File: src/rtl/dmc_pkg.sv
package dmc_pkg;

    localparam int ADDR_W = 32;
    localparam int DATA_W = 32;
    localparam int OFF_W  = 2;

    typedef enum logic [2:0] {
        ST_IDLE,
        ST_LOOKUP,
        ST_WBACK,
        ST_FILL,
        ST_WQ,
        ST_RESP
    } ctrl_state_t;

    typedef struct packed {
        logic              write;
        logic              wt;
        logic [ADDR_W-1:0] addr;
        logic [DATA_W-1:0] wdata;
    } cpu_req_t;

    function automatic logic [ADDR_W-1:0] word_align(input logic [ADDR_W-1:0] a);
        return a & ~ADDR_W'((1 << OFF_W) - 1);
    endfunction

endpackage

File: src/rtl/dmc_line_store.sv
module dmc_line_store
    import dmc_pkg::*;
#(
    parameter int IDX_W = 4,
    parameter int TAG_W = ADDR_W - IDX_W - OFF_W
) (
    input  logic              clk,
    input  logic              rst,
    input  logic [IDX_W-1:0]  rd_idx,
    output logic              rd_valid,
    output logic              rd_dirty,
    output logic [TAG_W-1:0]  rd_tag,
    output logic [DATA_W-1:0] rd_data,
    input  logic              wr_en,
    input  logic [IDX_W-1:0]  wr_idx,
    input  logic [TAG_W-1:0]  wr_tag,
    input  logic              wr_dirty,
    input  logic [DATA_W-1:0] wr_data
);
    localparam int LINES = 1 << IDX_W;

    logic [LINES-1:0]  valid_q;
    logic [LINES-1:0]  dirty_q;
    logic [TAG_W-1:0]  tag_q  [LINES];
    logic [DATA_W-1:0] data_q [LINES];

    for (genvar i = 0; i < LINES; i++) begin : g_line
        logic sel;
        assign sel = wr_en && (wr_idx == IDX_W'(i));

        always_ff @(posedge clk) begin
            if (rst) begin
                valid_q[i] <= 1'b0;
                dirty_q[i] <= 1'b0;
            end else if (sel) begin
                valid_q[i] <= 1'b1;
                dirty_q[i] <= wr_dirty;
            end
        end

        always_ff @(posedge clk) begin
            if (sel) begin
                tag_q[i]  <= wr_tag;
                data_q[i] <= wr_data;
            end
        end
    end

    assign rd_valid = valid_q[rd_idx];
    assign rd_dirty = dirty_q[rd_idx];
    assign rd_tag   = tag_q[rd_idx];
    assign rd_data  = data_q[rd_idx];

    // the cycle after reset finds every line invalid and clean
    a_r2_lines_cold: assert property (@(posedge clk) disable iff (rst)
        $past(rst) |-> (valid_q == '0 && dirty_q == '0));

endmodule

File: src/rtl/dmc_hit_cmp.sv
module dmc_hit_cmp
    import dmc_pkg::*;
#(
    parameter int TAG_W = 26
) (
    input  logic             line_valid,
    input  logic             line_dirty,
    input  logic [TAG_W-1:0] line_tag,
    input  logic [TAG_W-1:0] req_tag,
    output logic             hit,
    output logic             victim_dirty
);
    always_comb begin
        hit          = line_valid && (line_tag == req_tag);
        victim_dirty = line_valid && line_dirty && !hit;
    end
endmodule

File: src/rtl/dmc_ctrl.sv
module dmc_ctrl
    import dmc_pkg::*;
#(
    parameter int IDX_W = 4,
    parameter int TAG_W = ADDR_W - IDX_W - OFF_W
) (
    input  logic              clk,
    input  logic              rst,
    input  logic              req_valid,
    output logic              req_ready,
    input  cpu_req_t          req_in,
    output logic              rsp_valid,
    output logic [DATA_W-1:0] rsp_rdata,
    output logic              mem_valid,
    output logic              mem_write,
    output logic [ADDR_W-1:0] mem_addr,
    output logic [DATA_W-1:0] mem_wdata,
    input  logic              mem_ack,
    input  logic [DATA_W-1:0] mem_rdata,
    output logic              wq_valid,
    input  logic              wq_ready,
    output logic [ADDR_W-1:0] wq_addr,
    output logic [DATA_W-1:0] wq_data,
    output logic [IDX_W-1:0]  look_idx,
    output logic [TAG_W-1:0]  look_tag,
    input  logic              hit,
    input  logic              victim_dirty,
    input  logic [TAG_W-1:0]  line_tag,
    input  logic [DATA_W-1:0] line_data,
    output logic              st_we,
    output logic              st_dirty,
    output logic [DATA_W-1:0] st_data
);
    ctrl_state_t       state_q, state_d;
    cpu_req_t          req_q;
    logic [DATA_W-1:0] rdata_q;
    logic              rsp_q;
    logic              load_rd;
    logic              wt_store;

    assign look_idx = req_q.addr[IDX_W+OFF_W-1:OFF_W];
    assign look_tag = req_q.addr[ADDR_W-1:IDX_W+OFF_W];
    assign wt_store = req_q.write && req_q.wt;

    assign req_ready = (state_q == ST_IDLE);
    assign mem_valid = (state_q == ST_WBACK) || (state_q == ST_FILL);
    assign mem_write = (state_q == ST_WBACK);
    assign mem_addr  = (state_q == ST_WBACK) ? {line_tag, look_idx, OFF_W'(0)}
                                             : word_align(req_q.addr);
    assign mem_wdata = line_data;
    assign wq_valid  = (state_q == ST_WQ);
    assign wq_addr   = word_align(req_q.addr);
    assign wq_data   = req_q.wdata;
    assign rsp_valid = rsp_q;
    assign rsp_rdata = rdata_q;

    always_comb begin
        state_d  = state_q;
        st_we    = 1'b0;
        st_dirty = 1'b0;
        st_data  = req_q.wdata;
        load_rd  = 1'b0;
        unique case (state_q)
            ST_IDLE: begin
                if (req_valid) state_d = ST_LOOKUP;
            end
            ST_LOOKUP: begin
                if (wt_store) begin
                    st_we   = hit;
                    state_d = ST_WQ;
                end else if (hit) begin
                    st_we    = req_q.write;
                    st_dirty = 1'b1;
                    load_rd  = !req_q.write;
                    state_d  = ST_RESP;
                end else if (victim_dirty) begin
                    state_d = ST_WBACK;
                end else if (req_q.write) begin
                    st_we    = 1'b1;
                    st_dirty = 1'b1;
                    state_d  = ST_RESP;
                end else begin
                    state_d = ST_FILL;
                end
            end
            ST_WBACK: begin
                if (mem_ack) begin
                    if (req_q.write) begin
                        st_we    = 1'b1;
                        st_dirty = 1'b1;
                        state_d  = ST_RESP;
                    end else begin
                        state_d = ST_FILL;
                    end
                end
            end
            ST_FILL: begin
                st_data = mem_rdata;
                if (mem_ack) begin
                    st_we   = 1'b1;
                    load_rd = 1'b1;
                    state_d = ST_RESP;
                end
            end
            ST_WQ: begin
                if (wq_ready) state_d = ST_RESP;
            end
            ST_RESP: state_d = ST_IDLE;
            default: state_d = ST_IDLE;
        endcase
    end

    always_ff @(posedge clk) begin
        if (rst) begin
            state_q <= ST_IDLE;
            rsp_q   <= 1'b0;
            rdata_q <= '0;
            req_q   <= '0;
        end else begin
            state_q <= state_d;
            rsp_q   <= (state_q == ST_RESP);
            if (state_q == ST_IDLE && req_valid) req_q <= req_in;
            if (load_rd) rdata_q <= (state_q == ST_FILL) ? mem_rdata : line_data;
        end
    end

    // no request is taken while a memory or queue transfer is pending
    a_r11_busy_not_ready: assert property (@(posedge clk) disable iff (rst)
        (mem_valid || wq_valid) |-> !req_ready);

    // addresses leaving the block are word aligned
    a_r1_mem_aligned: assert property (@(posedge clk) disable iff (rst)
        mem_valid |-> (mem_addr[1:0] == 2'b00));

    // a memory request holds until acknowledged
    a_r12_mem_hold: assert property (@(posedge clk) disable iff (rst)
        (mem_valid && !mem_ack) |=> (mem_valid && $stable(mem_addr) && $stable(mem_write)
                                     && $stable(mem_wdata)));

    // a queue offer holds until taken
    a_r12_wq_hold: assert property (@(posedge clk) disable iff (rst)
        (wq_valid && !wq_ready) |=> (wq_valid && $stable(wq_addr) && $stable(wq_data)));

    // the response is a single-cycle pulse
    a_r12_rsp_single: assert property (@(posedge clk) disable iff (rst)
        rsp_valid |=> !rsp_valid);

    // an acknowledged write-back of a load miss is followed by the refill read
    a_r6_fill_after_wb: assert property (@(posedge clk) disable iff (rst)
        (mem_valid && mem_write && mem_ack && !req_q.write) |=> (mem_valid && !mem_write));

    // a hit that is not a write-through store stays off both external ports
    a_r3_hit_quiet: assert property (@(posedge clk) disable iff (rst)
        (state_q == ST_LOOKUP && hit && !wt_store) |=> (!mem_valid && !wq_valid));

    // write-through stores never use the memory port
    a_r8_wt_no_mem: assert property (@(posedge clk) disable iff (rst)
        (!req_ready && wt_store) |-> !mem_valid);

endmodule

File: src/rtl/dmc_cache.sv
module dmc_cache
    import dmc_pkg::*;
#(
    parameter int IDX_W = 4
) (
    input  logic        clk,
    input  logic        rst,
    input  logic        req_valid,
    output logic        req_ready,
    input  logic        req_write,
    input  logic        req_wt,
    input  logic [31:0] req_addr,
    input  logic [31:0] req_wdata,
    output logic        rsp_valid,
    output logic [31:0] rsp_rdata,
    output logic        mem_valid,
    output logic        mem_write,
    output logic [31:0] mem_addr,
    output logic [31:0] mem_wdata,
    input  logic        mem_ack,
    input  logic [31:0] mem_rdata,
    output logic        wq_valid,
    input  logic        wq_ready,
    output logic [31:0] wq_addr,
    output logic [31:0] wq_data
);
    localparam int TAG_W = ADDR_W - IDX_W - OFF_W;

    cpu_req_t          req_in;
    logic [IDX_W-1:0]  look_idx;
    logic [TAG_W-1:0]  look_tag;
    logic              line_valid, line_dirty;
    logic [TAG_W-1:0]  line_tag;
    logic [DATA_W-1:0] line_data;
    logic              hit, victim_dirty;
    logic              st_we, st_dirty;
    logic [DATA_W-1:0] st_data;

    assign req_in = '{write: req_write, wt: req_wt, addr: req_addr, wdata: req_wdata};

    dmc_line_store #(.IDX_W(IDX_W), .TAG_W(TAG_W)) store_i (
        .clk      (clk),
        .rst      (rst),
        .rd_idx   (look_idx),
        .rd_valid (line_valid),
        .rd_dirty (line_dirty),
        .rd_tag   (line_tag),
        .rd_data  (line_data),
        .wr_en    (st_we),
        .wr_idx   (look_idx),
        .wr_tag   (look_tag),
        .wr_dirty (st_dirty),
        .wr_data  (st_data)
    );

    dmc_hit_cmp #(.TAG_W(TAG_W)) cmp_i (
        .line_valid   (line_valid),
        .line_dirty   (line_dirty),
        .line_tag     (line_tag),
        .req_tag      (look_tag),
        .hit          (hit),
        .victim_dirty (victim_dirty)
    );

    dmc_ctrl #(.IDX_W(IDX_W), .TAG_W(TAG_W)) ctrl_i (
        .clk          (clk),
        .rst          (rst),
        .req_valid    (req_valid),
        .req_ready    (req_ready),
        .req_in       (req_in),
        .rsp_valid    (rsp_valid),
        .rsp_rdata    (rsp_rdata),
        .mem_valid    (mem_valid),
        .mem_write    (mem_write),
        .mem_addr     (mem_addr),
        .mem_wdata    (mem_wdata),
        .mem_ack      (mem_ack),
        .mem_rdata    (mem_rdata),
        .wq_valid     (wq_valid),
        .wq_ready     (wq_ready),
        .wq_addr      (wq_addr),
        .wq_data      (wq_data),
        .look_idx     (look_idx),
        .look_tag     (look_tag),
        .hit          (hit),
        .victim_dirty (victim_dirty),
        .line_tag     (line_tag),
        .line_data    (line_data),
        .st_we        (st_we),
        .st_dirty     (st_dirty),
        .st_data      (st_data)
    );

endmodule

File: config.mk
export PLATFORM = sky130hd
export DESIGN_NAME = dmc_cache
export DESIGN_NICKNAME = d
export VERILOG_FILES = /design/src/rtl/dmc_pkg.sv /design/src/rtl/dmc_line_store.sv /design/src/rtl/dmc_hit_cmp.sv /design/src/rtl/dmc_ctrl.sv /design/src/rtl/dmc_cache.sv
export SDC_FILE = /design/constraint.sdc
export NUM_CORES = 1
export LEC_CHECK = 0
export ABC_CLOCK_PERIOD_IN_PS = 12120
export BUFFER_PORTS_ARGS = -buffer_cell sky130_fd_sc_hd__buf_2
export CORE_ASPECT_RATIO = 1.75
export CORE_UTILIZATION = 41
export CTS_BUF_LIST = sky130_fd_sc_hd__clkbuf_16
export DETAILED_ROUTE_END_ITERATION = 6
export PLACE_DENSITY = 0.56
export REMOVE_ABC_BUFFERS = 1
export SLEW_MARGIN = 20
export SYNTH_ARGS = -nofsm -noshare
export SYNTH_HDL_FRONTEND = slang
export SYNTH_SLANG_ARGS = --single-unit
File: constraint.sdc
create_clock -name clk -period 12.12 [get_ports clk]
set_input_delay 1.212 -clock clk [delete_from_list [all_inputs] [get_ports clk]]
set_output_delay 1.212 -clock clk [all_outputs]
set_load 0.005 [all_outputs]
Yosys cells after proc, flatten, opt, wreduce, memory -nomap -nowiden:

Memory sizes are Yosys's and may differ from the RTL's. A register that Yosys moved wholly into a read port is not among the register bits.
Cells that the tools add are included.

* bits in registers: 134
* latch bits: 0
* bits in writable memories: 928
* bits in read-only memories: 0
* input bits: 103
* output and inout port bits: 165
* word-level logic and storage cells: 279
* memories: 2

Memory list
* store_i.data_q: depth 16, width 32, rd ports 1, clocked after Yosys merged registers in 1, write ports 1, line dmc_line_store.sv:25 `logic [DATA_W-1:0] data_q [LINES];`
* store_i.tag_q: depth 16, width 26, rd ports 1, clocked after Yosys merged registers in 1, write ports 1, line dmc_line_store.sv:24 `logic [TAG_W-1:0] tag_q [LINES];`

* $add $sub $neg: 0
* multiply operators: 0
* divide/modulo/power cells: 0
* $lt $le $gt $ge: 1
* equal/unequal tests: 25
* shift operators: 0
* muxes and demuxes: 155
* bitwise operators: 0
* reduce and logical (&&, ||, !) cells: 57

Operators by type and width (number)
* $mux 32: 18
* $reduce_or 32->1: 15
* $mux 26: 15
* $reduce_or 26->1: 15
* $mux 4: 34
* $mux 1: 74
* $eq 4x4->1 const B: 8
* $eq 26x26->1: 1
* $mux 3: 8
* $logic_and 1x1->1: 21
* $eq 4x3->1 const B: 4
* $pmux 3 s5: 1
* $bmux 1 s4: 2
* $eq 4x2->1 const B: 2
* $eq 3x2->1 const B: 2
* $eq 3x3->1 const B: 2
* $lt 4x5->1 const B: 1
* $eq 4x1->1 const B: 1
* $logic_not 4->1: 1
* $ne 2x1->1 const B: 2
* $ne 2x2->1 const B: 2
* $pmux 1 s2: 2
* $reduce_and 4->1: 1
* $eq 3x1->1 const B: 1
* other kinds (4): 5

Logic depth before layout (Yosys ltp):

* depth in word-level cells: 28
* mapped depth: 16
* mapped depth without buffers: 10

Cells and area by module:

From an unflattened synthesis, not the netlist that was laid out.

* cells, all modules: 2297
* area total of the unflattened synthesis: 42147.9 um2

By module, submodules not included
* dmc_line_store: times used 1, cells an instance 1590, area each 36064.6 um2, seq. area each 28507.3 um2
* dmc_ctrl: times used 1, cells an instance 669, area each 5780.5 um2, seq. area each 2001.9 um2
* dmc_hit_cmp: times used 1, cells an instance 38, area each 302.8 um2, seq. area each 0.0 um2

Least setup slack after synthesis:

OpenSTA, ideal clock, no wires.

* kind: register -> register
* from: register with a tool-made name
* to: memory store_i.data_q[12][0], enable pin
* library setup time: 0.557 ns
* arrival: 7.087 ns
* data required time: 11.563 ns
* slack: 4.476 ns
* stages on the path, launching flop included: 13
* path buffers: 4
* period minus slack after synthesis: 7.644 ns
* path through: dfxtp_1 buf_2 buf_2 clkbuf_1 mux4_2 mux2i_2 xnor2_1 o41ai_1 and4bb_1 nand4_1 o21ai_4 buf_4 nor3b_1

RTL lines (line)
* end: declaration: dmc_line_store.sv:25

==> results.md <==
* Most common cell after layout, fill and taps aside: edfxtp_1
* Share of cells above drive strength 1 at 27.6%
* Vias in the first global route at roughly 24k
* GRT Overall Usage at approximately 21%
* DR vias/cell at 5.57
* Max-slew violation count at 0
* Clk_lat worst skew at 0.68 ns
* Sink Count at ~1.1k
* Core area at 103000 um^2
* RSZ-0062 raised after global routing: false
* Part of the cycle the worst path needs at 56.9%
* Hold depth at 2
* Die area at 106000 um^2
* Gr ovfl total at 0
* Initial Util at 41.4%
* Mapped cell area at 42800 um^2
* Min Tclk post-route at around 7 ns
* Sequential-to-total area share from yosys stat at 71.5%
* Antenna Nets Post-Route at 0
* Syn. warnings at 0
* Cell area after layout at 48000 um^2
* Post-synth EDFFs at 928
* Hpwl dp at 59.5 mm
* Routed WL per cell at 26.9 um
* Max IR drop VDD at 111 uV
* Die Y at between 400 and 500 um
* Relative slew slack at 29.5%
* Area grow syn2layout at 12.2%
* Hold Violations, Final at 0
* Die X at ~250 um
* Top Ports at 268
* WP data arrival at about 7.2 ns
* Syn_area_per_cell at 17.5 um^2
* Post-synthesis instance total at roughly 2.4k
* Pin count of the biggest net entering global routing at between 100 and 150
* Highest-count cells in the layout ignoring fill and taps: edfxtp_1 (928), nand2_1 (320), buf_2 (260)
* Gpl congestion at 0.745
* Placed insts at around 3.9k
* Leakage at 0.0162 uW
* Max-Cap Viols at 0
* Fin cells at 4062
* Tightest Pin Transition at around 1.1 ns
* Setup Buffers After CTS at 0
* CTS H-tree lvls at 3
* Path depth of the worst reg2reg path at 13
* CTS tree: yes
* Distinct cells, synth at 64
* Antenna violations before repair at 4
* CTS max path bufs at 3
* CP Data Required Time at approximately 12 ns
* DRC Markers at 0
* Run status: completed
* Crit Path Max Fanout at 100
* Worst hold slack at 0.450 ns
* Post-synth ARST share at 0%
* Worst Clk Skew at 0.0152 ns
* Vias at roughly 23k
* Critical path class: flip-flop to flip-flop
* Initial DRC count at around 1.9k
* Global-route wire length before repair at 158 mm
* Post_cts resized at 0
* FF+latch count, synth at between 1k and 1.5k
* Total wire length at 109 mm
* Placed Area at approximately 45000 um^2
* Commonest register cell after synthesis: edfxtp_1
* Rows at 156
* Clock slew at reported path FFs at approximately 0.060 ns
* DRT Pass-1 Iters at 5
* Max Freq at 0.145 GHz
* Hold buffer count at CTS at 0
* Final setup fails at 0
* IO Port Bufs at 261
* # nets final at 2742
* Crit. End Element: flip-flop
* PD cells at 163 nW/um^2
* Layout fillers at a little under 9k
* Startpoint class of the critical path: flip-flop
* Total CTS buffers at 97
* Clock root cell: clkbuf_16
* Worst hold path type: flip-flop to flip-flop
## worst paths after layout
kind | startpoint | end | slack, ns
min | store_i.valid_q[0]$_SDFFE_PP0P_ | store_i.valid_q[0]$_SDFFE_PP0P_ | 0.45
max | flip-flop | store_i.data_q[5][18]$_DFFE_PP_ | 5.22
min reg2reg | store_i.valid_q[0]$_SDFFE_PP0P_ | store_i.valid_q[0]$_SDFFE_PP0P_ | 0.45
max reg2reg | flip-flop | store_i.data_q[5][18]$_DFFE_PP_ | 5.22
## worst max-delay path: stages (launching register included)
cell and delay [ns]:
dfxtp_4 0.70, buf_12 0.55, buf_4 0.59, mux4_2 0.56, nand2_1 0.08, nand3_1 0.09, o21ai_1 0.18, xor2_1 0.27
nand4_1 0.12, or4_4 0.62, o21ai_4 0.59, nand4_1 0.32, inv_2 0.72, buf_4 0.79
## per-layer routing
layer / GRT usage [%] / routed length [um]
met5: 0 / 17
met4: 6.05 / 2500
met3: 2.64 / 5100
met2: 36.3 / 56500
met1: 27.0 / 45000
## sequential cells by signal, summed over array words and instances, names as in the netlist, named ones only
signal / flops
store_i.data_q: 512
store_i.tag_q: 416
ctrl_i.rsp_rdata: 32
ctrl_i.wq_data: 32
ctrl_i.look_tag: 26
store_i.dirty_q: 16
store_i.valid_q: 16
ctrl_i.look_idx: 4
ctrl_i.state_q: 3
ctrl_i.req_q: 2
ctrl_i.rsp_valid: 1
## synth_stat cells (3+ instances only)
cell type / instances / area (um^2)
nor3b_1: 6 / 45.0
a211oi_1: 11 / 82.6
and3_1: 5 / 31.3
nand3_1: 8 / 40.0
a21oi_1: 101 / 505
inv_1: 26 / 97.6
and2_1: 7 / 43.8
mux4_2: 243 / 5470
a31oi_1: 12 / 75.1
clkbuf_1: 74 / 278
a22oi_1: 21 / 158
buf_2: 38 / 190
edfxtp_1: 928 / 27900
o21ai_0: 29 / 145
nand2b_1: 23 / 144
mux2i_1: 131 / 1310
nor2b_1: 6 / 37.5
dfxtp_1: 136 / 2720
a211oi_2: 25 / 313
buf_6: 8 / 90.1
mux2_2: 6 / 67.6
nand2_1: 322 / 1210
a221oi_1: 8 / 70.1
xor2_1: 12 / 105
xnor2_1: 25 / 219
nor2_1: 83 / 312
nand4_1: 10 / 62.6
buf_1: 12 / 45.0
buf_4: 81 / 608
o211ai_1: 3 / 22.5
a22o_1: 4 / 35.0
## final cells by class
cell class	instances	area [um^2]	area share [%]
timing repair buffer	302	1650	3.43
inverter	28	110	0.229
clock inverter	76	537	1.12
clock buffer	101	2530	5.26
tap	1343	1680	3.50
multi-input combinational	1146	10900	22.7
sequential	1064	30600	63.7
antenna	2	5.00	0.0104
## metrics by stage
step / TNS, ns / power (uW) / util, % / setup slack (ns)
floorplan: -2957.54 / 4700 / - / -5.96
global placement: 0 / 4910 / 43.4 / 5.21
detailed placement: 0 / 4930 / 43.4 / 5.15
CTS: 0 / 7920 / 46.4 / 5.05
global route: 0 / 8090 / 46.4 / 4.78
finish: 0 / 7820 / 46.4 / 5.22
## kinds of logic after synthesis
kind of cell | after synthesis | synth area share, %
AO/OA/AOI/OAI | 237 | 3.76
XOR/XNOR | 37 | 0.757
buffers and inverters | 242 | 3.11
flip-flops | 1064 | 71.5
multiplexers | 382 | 16.1
other | 1 | 0.00876
AND/OR/NAND/NOR | 486 | 4.79
## power by group
| part | total [uW] | switching (uW) | internal [uW] |
|---|---|---|---|
| Sequential | 4140 | 73.0 | 4060 |
| Combinational | 695 | 417 | 278 |
| Clock | 2990 | 1340 | 1650 |
Power figures use the tool's default switching activity.
